==> src/rtl/gcs_pkg.sv <==
package gcs_pkg;
   typedef enum logic [1:0] {
      OP_NONE  = 2'd0,
      OP_COPY  = 2'd1,
      OP_FLUSH = 2'd2,
      OP_ERASE = 2'd3
   } gc_op_e;

   typedef enum logic [1:0] {
      PG_FREE  = 2'd0,
      PG_STALE = 2'd1,
      PG_CLEAN = 2'd2,
      PG_DIRTY = 2'd3
   } pg_state_e;

   typedef enum logic [2:0] {
      S_IDLE,
      S_GNT_P,
      S_SCAN,
      S_GNT_O,
      S_ISSUE,
      S_ERS_P,
      S_ERS_O
   } gc_state_e;
endpackage

==> src/rtl/gcs_classify.sv <==
module gcs_classify
   import gcs_pkg::*;
(
   input  logic [1:0] page_st,
   input  logic       spun_down,
   output gc_op_e     act
);
   always_comb begin
      unique case (pg_state_e'(page_st))
         PG_CLEAN: act = OP_COPY;
         PG_DIRTY: act = spun_down ? OP_COPY : OP_FLUSH;
         default:  act = OP_NONE;
      endcase
   end
endmodule

==> src/rtl/gcs_slots.sv <==
module gcs_slots #(
   parameter int NPB   = 8,
   parameter int IDX_W = $clog2(NPB)
) (
   input  logic             clk,
   input  logic             rst_n,
   input  logic             clr,
   input  logic             commit,
   input  logic [IDX_W-1:0] home,
   output logic             occ_hit,
   output logic [IDX_W-1:0] ovf_ptr
);
   logic [NPB-1:0]   occ_q;
   logic [IDX_W-1:0] ptr_q;

   assign occ_hit = occ_q[home];
   assign ovf_ptr = ptr_q;

   always_ff @(posedge clk) begin
      if (!rst_n || clr) begin
         occ_q <= '0;
         ptr_q <= '0;
      end else if (commit) begin
         if (occ_q[home]) ptr_q <= ptr_q + 1'b1;
         else             occ_q[home] <= 1'b1;
      end
   end
endmodule

==> src/rtl/gc_sequencer.sv <==
module gc_sequencer
   import gcs_pkg::*;
#(
   parameter int NPB   = 8,
   parameter int BLK_W = 12,
   parameter int IDX_W = $clog2(NPB)
) (
   input  logic                 clk,
   input  logic                 rst_n,
   input  logic                 gc_start,
   input  logic [BLK_W-1:0]     old_pri_blk,
   input  logic [BLK_W-1:0]     old_ovf_blk,
   input  logic [2*NPB-1:0]     pri_state,
   input  logic [2*NPB-1:0]     ovf_state,
   input  logic [IDX_W*NPB-1:0] ovf_home,
   input  logic                 disk_down,
   output logic                 blk_req,
   input  logic                 blk_gnt,
   input  logic [BLK_W-1:0]     blk_id,
   output logic                 cmd_valid,
   input  logic                 cmd_ready,
   output logic [1:0]           cmd_op,
   output logic [BLK_W-1:0]     cmd_src_blk,
   output logic [IDX_W-1:0]     cmd_src_pg,
   output logic [BLK_W-1:0]     cmd_dst_blk,
   output logic [IDX_W-1:0]     cmd_dst_pg,
   output logic                 busy,
   output logic                 done
);
   localparam int POS_W = IDX_W + 1;
   localparam logic [POS_W-1:0] LAST_POS = POS_W'(2*NPB-1);

   generate
      if (NPB < 2 || (NPB & (NPB-1)) != 0) begin : g_bad_npb
         $error("gc_sequencer: NPB must be a power of two, at least 2");
      end
      if (IDX_W != $clog2(NPB)) begin : g_bad_idx
         $error("gc_sequencer: IDX_W must equal clog2(NPB)");
      end
      if (BLK_W < 1) begin : g_bad_blk
         $error("gc_sequencer: BLK_W must be positive");
      end
   endgenerate

   gc_state_e              state_q;
   logic [POS_W-1:0]       pos_q;
   logic [2*NPB-1:0]       pri_q, ovf_q;
   logic [IDX_W*NPB-1:0]   home_q;
   logic [BLK_W-1:0]       opri_q, oovf_q, npri_q, novf_q;
   logic                   down_q, has_ovf_q, done_q;

   // per-page action decode
   gc_op_e act_pri [NPB];
   gc_op_e act_ovf [NPB];
   for (genvar i = 0; i < NPB; i++) begin : g_page
      gcs_classify u_cls_pri (
         .page_st   (pri_q[2*i +: 2]),
         .spun_down (down_q),
         .act       (act_pri[i])
      );
      gcs_classify u_cls_ovf (
         .page_st   (ovf_q[2*i +: 2]),
         .spun_down (down_q),
         .act       (act_ovf[i])
      );
   end

   // walk order: overflow newest-first, then primary lowest-first
   logic             from_ovf;
   logic [IDX_W-1:0] cur_pg, cur_home, ovf_ptr;
   gc_op_e           cur_act;
   logic             occ_hit, need_ovf, clr_slots, commit;

   assign from_ovf = ~pos_q[POS_W-1];
   assign cur_pg   = from_ovf ? ~pos_q[IDX_W-1:0] : pos_q[IDX_W-1:0];
   assign cur_act  = from_ovf ? act_ovf[cur_pg] : act_pri[cur_pg];
   assign cur_home = from_ovf ? home_q[IDX_W*cur_pg +: IDX_W] : cur_pg;
   assign need_ovf = (cur_act == OP_COPY) && occ_hit;

   assign clr_slots = (state_q == S_IDLE) && gc_start;
   assign commit    = (state_q == S_ISSUE) && cmd_ready && (cur_act == OP_COPY);

   gcs_slots #(.NPB(NPB), .IDX_W(IDX_W)) u_slots (
      .clk     (clk),
      .rst_n   (rst_n),
      .clr     (clr_slots),
      .commit  (commit),
      .home    (cur_home),
      .occ_hit (occ_hit),
      .ovf_ptr (ovf_ptr)
   );

   always_ff @(posedge clk) begin
      if (!rst_n) begin
         state_q   <= S_IDLE;
         pos_q     <= '0;
         pri_q     <= '0;
         ovf_q     <= '0;
         home_q    <= '0;
         opri_q    <= '0;
         oovf_q    <= '0;
         npri_q    <= '0;
         novf_q    <= '0;
         down_q    <= 1'b0;
         has_ovf_q <= 1'b0;
         done_q    <= 1'b0;
      end else begin
         done_q <= 1'b0;
         unique case (state_q)
            S_IDLE: if (gc_start) begin
               pri_q     <= pri_state;
               ovf_q     <= ovf_state;
               home_q    <= ovf_home;
               opri_q    <= old_pri_blk;
               oovf_q    <= old_ovf_blk;
               down_q    <= disk_down;
               pos_q     <= '0;
               has_ovf_q <= 1'b0;
               state_q   <= S_GNT_P;
            end
            S_GNT_P: if (blk_gnt) begin
               npri_q  <= blk_id;
               state_q <= S_SCAN;
            end
            S_SCAN: begin
               if (cur_act == OP_NONE) begin
                  if (pos_q == LAST_POS) state_q <= S_ERS_P;
                  else                   pos_q   <= pos_q + 1'b1;
               end else if (need_ovf && !has_ovf_q) begin
                  state_q <= S_GNT_O;
               end else begin
                  state_q <= S_ISSUE;
               end
            end
            S_GNT_O: if (blk_gnt) begin
               novf_q    <= blk_id;
               has_ovf_q <= 1'b1;
               state_q   <= S_ISSUE;
            end
            S_ISSUE: if (cmd_ready) begin
               if (pos_q == LAST_POS) state_q <= S_ERS_P;
               else begin
                  pos_q   <= pos_q + 1'b1;
                  state_q <= S_SCAN;
               end
            end
            S_ERS_P: if (cmd_ready) state_q <= S_ERS_O;
            S_ERS_O: if (cmd_ready) begin
               state_q <= S_IDLE;
               done_q  <= 1'b1;
            end
            default: state_q <= S_IDLE;
         endcase
      end
   end

   always_comb begin
      cmd_valid   = 1'b0;
      cmd_op      = OP_NONE;
      cmd_src_blk = '0;
      cmd_src_pg  = '0;
      cmd_dst_blk = '0;
      cmd_dst_pg  = '0;
      unique case (state_q)
         S_ISSUE: begin
            cmd_valid   = 1'b1;
            cmd_op      = cur_act;
            cmd_src_blk = from_ovf ? oovf_q : opri_q;
            cmd_src_pg  = cur_pg;
            if (cur_act == OP_COPY) begin
               cmd_dst_blk = occ_hit ? novf_q  : npri_q;
               cmd_dst_pg  = occ_hit ? ovf_ptr : cur_home;
            end
         end
         S_ERS_P: begin
            cmd_valid   = 1'b1;
            cmd_op      = OP_ERASE;
            cmd_src_blk = opri_q;
         end
         S_ERS_O: begin
            cmd_valid   = 1'b1;
            cmd_op      = OP_ERASE;
            cmd_src_blk = oovf_q;
         end
         default: ;
      endcase
   end

   assign blk_req = (state_q == S_GNT_P) || (state_q == S_GNT_O);
   assign busy    = (state_q != S_IDLE);
   assign done    = done_q;
endmodule

==> config.mk <==
export PLATFORM = sky130hd
export DESIGN_NAME = gc_sequencer
export DESIGN_NICKNAME = d
export VERILOG_FILES = /design/src/rtl/gcs_pkg.sv /design/src/rtl/gcs_classify.sv /design/src/rtl/gcs_slots.sv /design/src/rtl/gc_sequencer.sv
export SDC_FILE = /design/constraint.sdc
export NUM_CORES = 1
export LEC_CHECK = 0
export BUFFER_PORTS_ARGS = -buffer_cell sky130_fd_sc_hd__buf_4
export CAP_MARGIN = 20
export CORE_MARGIN = 4
export CORE_UTILIZATION = 45
export CTS_CLUSTER_DIAMETER = 30
export CTS_CLUSTER_SIZE = 24
export DETAILED_ROUTE_END_ITERATION = 7
export GPL_TIMING_DRIVEN = 0
export PLACE_DENSITY = 0.68
export REMOVE_ABC_BUFFERS = 1
export SLEW_MARGIN = 20
export SYNTH_ARGS = -nofsm -noshare
export SYNTH_HDL_FRONTEND = slang
export SYNTH_SLANG_ARGS = --single-unit
==> constraint.sdc <==
create_clock -name clk -period 3.15 [get_ports clk]
set_input_delay 0.4725 -clock clk [delete_from_list [all_inputs] [get_ports clk]]
set_output_delay 0.4725 -clock clk [all_outputs]
set_load 0.02 [all_outputs]
# == Word-level counts from Yosys, hierarchy flattened ==
# Index checks and enable logic that the tools add are counted.
# word_totals
wordCells,160
input_bits,98
ff_bits,125
out_inout_bits,36
# classes
shift,1
bitwise_logic,4
magnitude_cmp,3
n_mul,1
reduce_logical,26
eq_ne,48
n_mux,61
addsub,2
# op_table
op,count
$pmux W2 S2,17
$eq A2 B2 Y1 const B,32
$mux W12,4
$mux W3,16
$pmux W12 S3,1
$shiftx A24 B6 Y3,1
$pmux W3 S7,1
$mux W4,4
$ne A2 B2 Y1 const B,7
$bmux W2 S3,2
$mux W2,6
$pmux W4 S3,1
$reduce_and A2 Y1,6
$eq A3 B3 Y1 const B,3
$or A8 B8 Y8,1
$reduce_and A7 Y1,1
$eq A3 B2 Y1 const B,2
$logic_and A1 B1 Y1,6
$mux W1,6
$reduce_bool A3 Y1,2
$mul A2 B3 Y5 const A,1
$add A4 B1 Y4 const B,1
$eq A4 B4 Y1 const B,1
$ge A4 B4 Y1 const B,1
21 further kinds,23

# == Logic depth before layout (Yosys ltp) ==
# depth
depth_word,13
ltp_mapped,13
mapped_depth_nobuf,9

# == By module ==
# From an unflattened synthesis, not the netlist that was laid out.
# unflattened
cells_unflattened,761
area_unflattened_um2,6163.4
# modules_own_cells
mod,seq_area_each_um2,cells_per_inst,instances,area_per_inst_um2
gc_sequencer,2282.2,660,1,5376.4
gcs_slots,220.2,53,1,506.7
gcs_classify,0.0,3,16,17.5

# == Worst setup path after synthesis ==
# No wires, ideal clock.
# synth_path
path_type,reg2out
startpoint,reg pos_q[3]
endpoint,out cmd_dst_pg[0]
t_required_ns,2.677
path_stages_with_launch,13
setup_slack_ns,-0.155
arrival_ns,2.832
path_buffers,3
cell_sequence,dfxtp_1 -> ha_1 -> buf_2 -> inv_1 -> a211oi_1 -> o21ai_1 -> and2_4 -> buf_6 -> or4_1 -> nand3_1 -> buf_2 -> nor3_1 -> a211oi_1
# synth_via
elab_chain_cells,9
word_cells_on_any_way,18
cone_classes,mul: 1; eq/ne: 1; shift: 1; mux: 14; bitwise: 1
# synth_rtl
item,line,text
"start, declared",gc_sequencer.sv:46,logic [POS_W-1:0] pos_q;
"start signal, assigned",gc_sequencer.sv:128,else pos_q <= pos_q + 1'b1;
"start signal, assigned",gc_sequencer.sv:143,pos_q <= pos_q + 1'b1;
$mux W3,gc_sequencer.sv:75,assign cur_pg = from_ovf ? ~pos_q[IDX_W-1:0] : pos_q[IDX_W-1:0];
$mul A2 B3 Y5 / $not A3 Y4 (equally long branches),"gc_sequencer.sv:77, gc_sequencer.sv:76",
$shiftx A24 B6 Y3 / $bmux W2 S3 (equally long branches),"gc_sequencer.sv:77, gc_sequencer.sv:76",
$mux W3 / $mux W2 (equally long branches),"gc_sequencer.sv:77, gc_sequencer.sv:76",
$bmux W1 S3 / $mux W2 (equally long branches),"gcs_slots.sv:16, gc_sequencer.sv:76",
$mux W1 (not written as such) / $mux W2 (equally long branches),"gcs_slots.sv:16, gc_sequencer.sv:76",
$mux W3 / $eq A2 B1 Y1 (equally long branches),"gc_sequencer.sv:172, gc_sequencer.sv:170",
$mux W3 (*),gc_sequencer.sv:170,if (cur_act == OP_COPY) begin
$mux W3 (*),gc_sequencer.sv:164,unique case (state_q)
"end, declared",gc_sequencer.sv:26,"output logic [IDX_W-1:0] cmd_dst_pg,"
# Mark *: on every way between the ends. The rest lies on a longest branch, timed or not. The select of a mux whose other input is x is not followed.

# == Worst setup path in the final report ==
# Ends and elaborated chain as after synthesis.

==> metrics <==
Top FF cell, synth dfxtp_1; DRT Wirelength 18300 µm; IO Port Bufs between 100 and 150; 1st-iter DRT viols slightly above 700; Min Clock Period, post-route 3.55 ns; R2R depth 11; core area about 0.013 mm²; clock-pin slew on the worst setup and hold paths roughly 0.06 ns; clock share of power 0.320; FF-to-FF Start pos_q[3]; TNS Setup -5.15 ns; CP most frequent cell buf_4; crit path max-delay cell type dfxtp_4; worst vdd ir approximately 0.00044 V; FF+latch count, synth around 130; vias per inst between 5 and 6; Critical Path RT 2.68 ns; initial antenna violation count 0; # DRC 0; worst r2r dst state_q[0]; Total Power 5.96 mW; GRT overflow 0; Mapped Cells between 800 and 900; CP max stage delay 0.36 ns; n_diodes 0; die area 0.0155 mm²; most frequent cells in the layout 242 x nand2_1, 163 x buf_4, 125 x a21oi_1, 121 x dfxtp_1, 24 x nor2_1; Yosys warning count 0; switch share 0.358; critical path launch point type flop; routed len/inst 16.2 µm; cells taking the most area after synthesis dfxtp_1 41%, nand2_1 15%, a21oi_1 11%; hold crit path type in2reg; worst-margin pin slew 0.936 ns; Skew-Pair Late Insertion Delay about 0.42 ns; sequential element share of the synthesized area 0.409; hpwl dp 10900 µm; critical path cell sequence buf_4 -> buf_12 -> xnor2_4 -> mux2_1 -> a221oi_2 -> a2111oi_2 -> nor2_2 -> nand3_4 -> a211oi_2 -> buf_4; Max Slew Vio Count 0; row count 42; # IOs between 100 and 150; fmax around 0.28 GHz; vias in the first global route 5835; Synth area leader dfxtp_1; placed cell count about 1100; r2r setup slk roughly 0.15 ns; global placer's final weighted congestion ~0.8; via count about 6300; hold path start old_pri_blk[7]; Hold Fails Final Rpt 0; Finished Core Util 0.630; CTS tree done; worst endpoint data arrival time 3.07 ns; antenna-violating nets left 0; Clock Path Buffers 2; violated checks negative setup slack; Synth cell types 71; Place WS -1.57 ns; Hold Buf Count CTS 0; clock root cell clkbuf_16; Async S/R FF share, synth 0; H-tree depth 4; fin cells 1131; Pwr Density between 700 and 800 mW/mm²; post-route cell area about 0.0084 mm²; die span in x 125 µm; final net count approximately 1000; final setup vio count 17; synthesized area ~0.0061 mm²; crit share post-route 1.13; clock tree sinks about 130; Comb power frac 0.342; pin count of the biggest net entering global routing 72; critical path class reg2out; Initial Utilization 0.460; First-pass DRT Iterations 6; Reg power frac 0.339; share of post-route cells with drive strength above 1 0.287; Post-DP Area between 0.007 and 0.008 mm²; leakage between 3 and 4 nW; CTS Buf Count 17; Layout area overhead 36.9%; commonest non-fill, non-tap cell in the layout nand2_1; Crit Path Max Fanout 16; total track usage 0.228; status finished, violations left; Synth Area per Inst between 7 and 8 µm²; Hold Path Sink opri_q[7]; number of flops mapped to enable cells by yosys 0; worst hold margin a little under 0.3 ns; RSZ-0062 raised after global routing true; clk_skew approximately 0.0037 ns; P_sw approximately 2.1 mW; fin worst setup slack -0.397 ns; crit end category primary output; hold depth 3; internal cell power 3.83 mW; Yosys top cell area share 0.409; Die Y between 100 and 150 µm; Rel. slew slack 0.374; first-pass GRT wire length 29000 µm; Max Cap Viol 0
[metal layers]
layer | routed length, µm | track usage | vias up
met1 | 7850 | 0.297 | 2924
met4 | 248 | 0.0806 | 0
met3 | 1210 | 0.0557 | 25
li1 | - | - | 3087
met5 | 0 | 0 | -
met2 | 9030 | 0.368 | 215
[how the worst max path moves through the flow]
| stage | cells after the start | endpoint | slack, ns | start |
|---|---|---|---|---|
| after floorplan | 9 | cmd_dst_pg[0] | -0.98 | pos_q[3] |
| after global placement | 10 | cmd_dst_pg[0] | -1.87 | pos_q[3] |
| after detailed placement | 10 | cmd_dst_pg[0] | -1.57 | pos_q[3] |
| after CTS | 9 | cmd_dst_pg[0] | -0.35 | pos_q[3] |
| after global routing | 10 | cmd_dst_pg[0] | -0.48 | pos_q[3] |
| final | 10 | cmd_dst_pg[0] | -0.40 | pos_q[3] |
[kinds of logic after synthesis]
kind of cell | count (synthesis) | share of synthesized area
DFF | 125 | 0.409
adders and majority gates | 3 | 0.00614
buffers and inverters | 73 | 0.0532
and+or+nand+nor | 360 | 0.257
muxes | 20 | 0.0444
AOI/OAI and AO/OA | 220 | 0.220
xor gates and xnor gates | 3 | 0.0104
[worst max-delay path: cells and delay by family, from the launching register on]
kind,cells,cell delay [ns]
multiplexers,1,0.36
buffers and inverters,3,0.44
XOR/XNOR,1,0.23
AO/OA/AOI/OAI,3,0.77
AND/OR/NAND/NOR,2,0.46
flip-flops,1,0.36
[registers in the layout, summed over array words and instances, names as in the netlist, 3 cells and up]
register and flops:
state_q 3, novf_q 12, u_slots.ovf_ptr 3, opri_q 12, npri_q 12, pos_q 4, u_slots.occ_q 8, ovf_q 16
home_q 24, pri_q 16, oovf_q 12
[cells in the mapped netlist, types with 4 or more instances]
| master | count |
|---|---|
| nand2_1 | 244 |
| a21oi_1 | 133 |
| dfxtp_1 | 125 |
| clkbuf_1 | 45 |
| nor2_1 | 27 |
| nand3_1 | 26 |
| o21ai_0 | 21 |
| a22o_1 | 17 |
| inv_1 | 13 |
| nor3_1 | 10 |
| and3_1 | 8 |
| mux2i_1 | 8 |
| nand2b_1 | 7 |
| nor2b_1 | 6 |
| a211oi_1 | 5 |
| buf_2 | 5 |
| buf_6 | 5 |
| mux2_2 | 5 |
| mux4_2 | 5 |
| o211ai_1 | 5 |
| or4_1 | 5 |
| nand4b_1 | 4 |
| o211a_1 | 4 |
| or3_1 | 4 |
[power groups by stage]
stage | combinational, mW | sequential, mW | clock [mW]
CTS | 1.93 | 2.01 | 1.92
global route | 2.22 | 2.05 | 2.00
finish | 2.04 | 2.02 | 1.90
global placement | 1.55 | 2.06 | 0
floorplan | 1.07 | 2.00 | 0
detailed placement | 1.61 | 2.07 | 0
[area by class of cell]
class / count / area (µm²)
Clock buffer: 19 / 453
Inverter: 14 / 55.1
Multi-Input combinational cell: 611 / 3610
Clock inverter: 13 / 123
Tap cell: 176 / 220
Timing Repair Buffer: 173 / 1400
Sequential cell: 125 / 2510
Fill cell: 1215 / 4920
[timing repair]
item	CTS	global route
endpoints found under the hold margin	0	0
pin swaps	10	10
cloned	5	0
gates resized for setup	42	30
endpoints found under the setup margin	47	19
setup buffers	26	11
No activity file was read; power rests on OpenSTA's default activity.
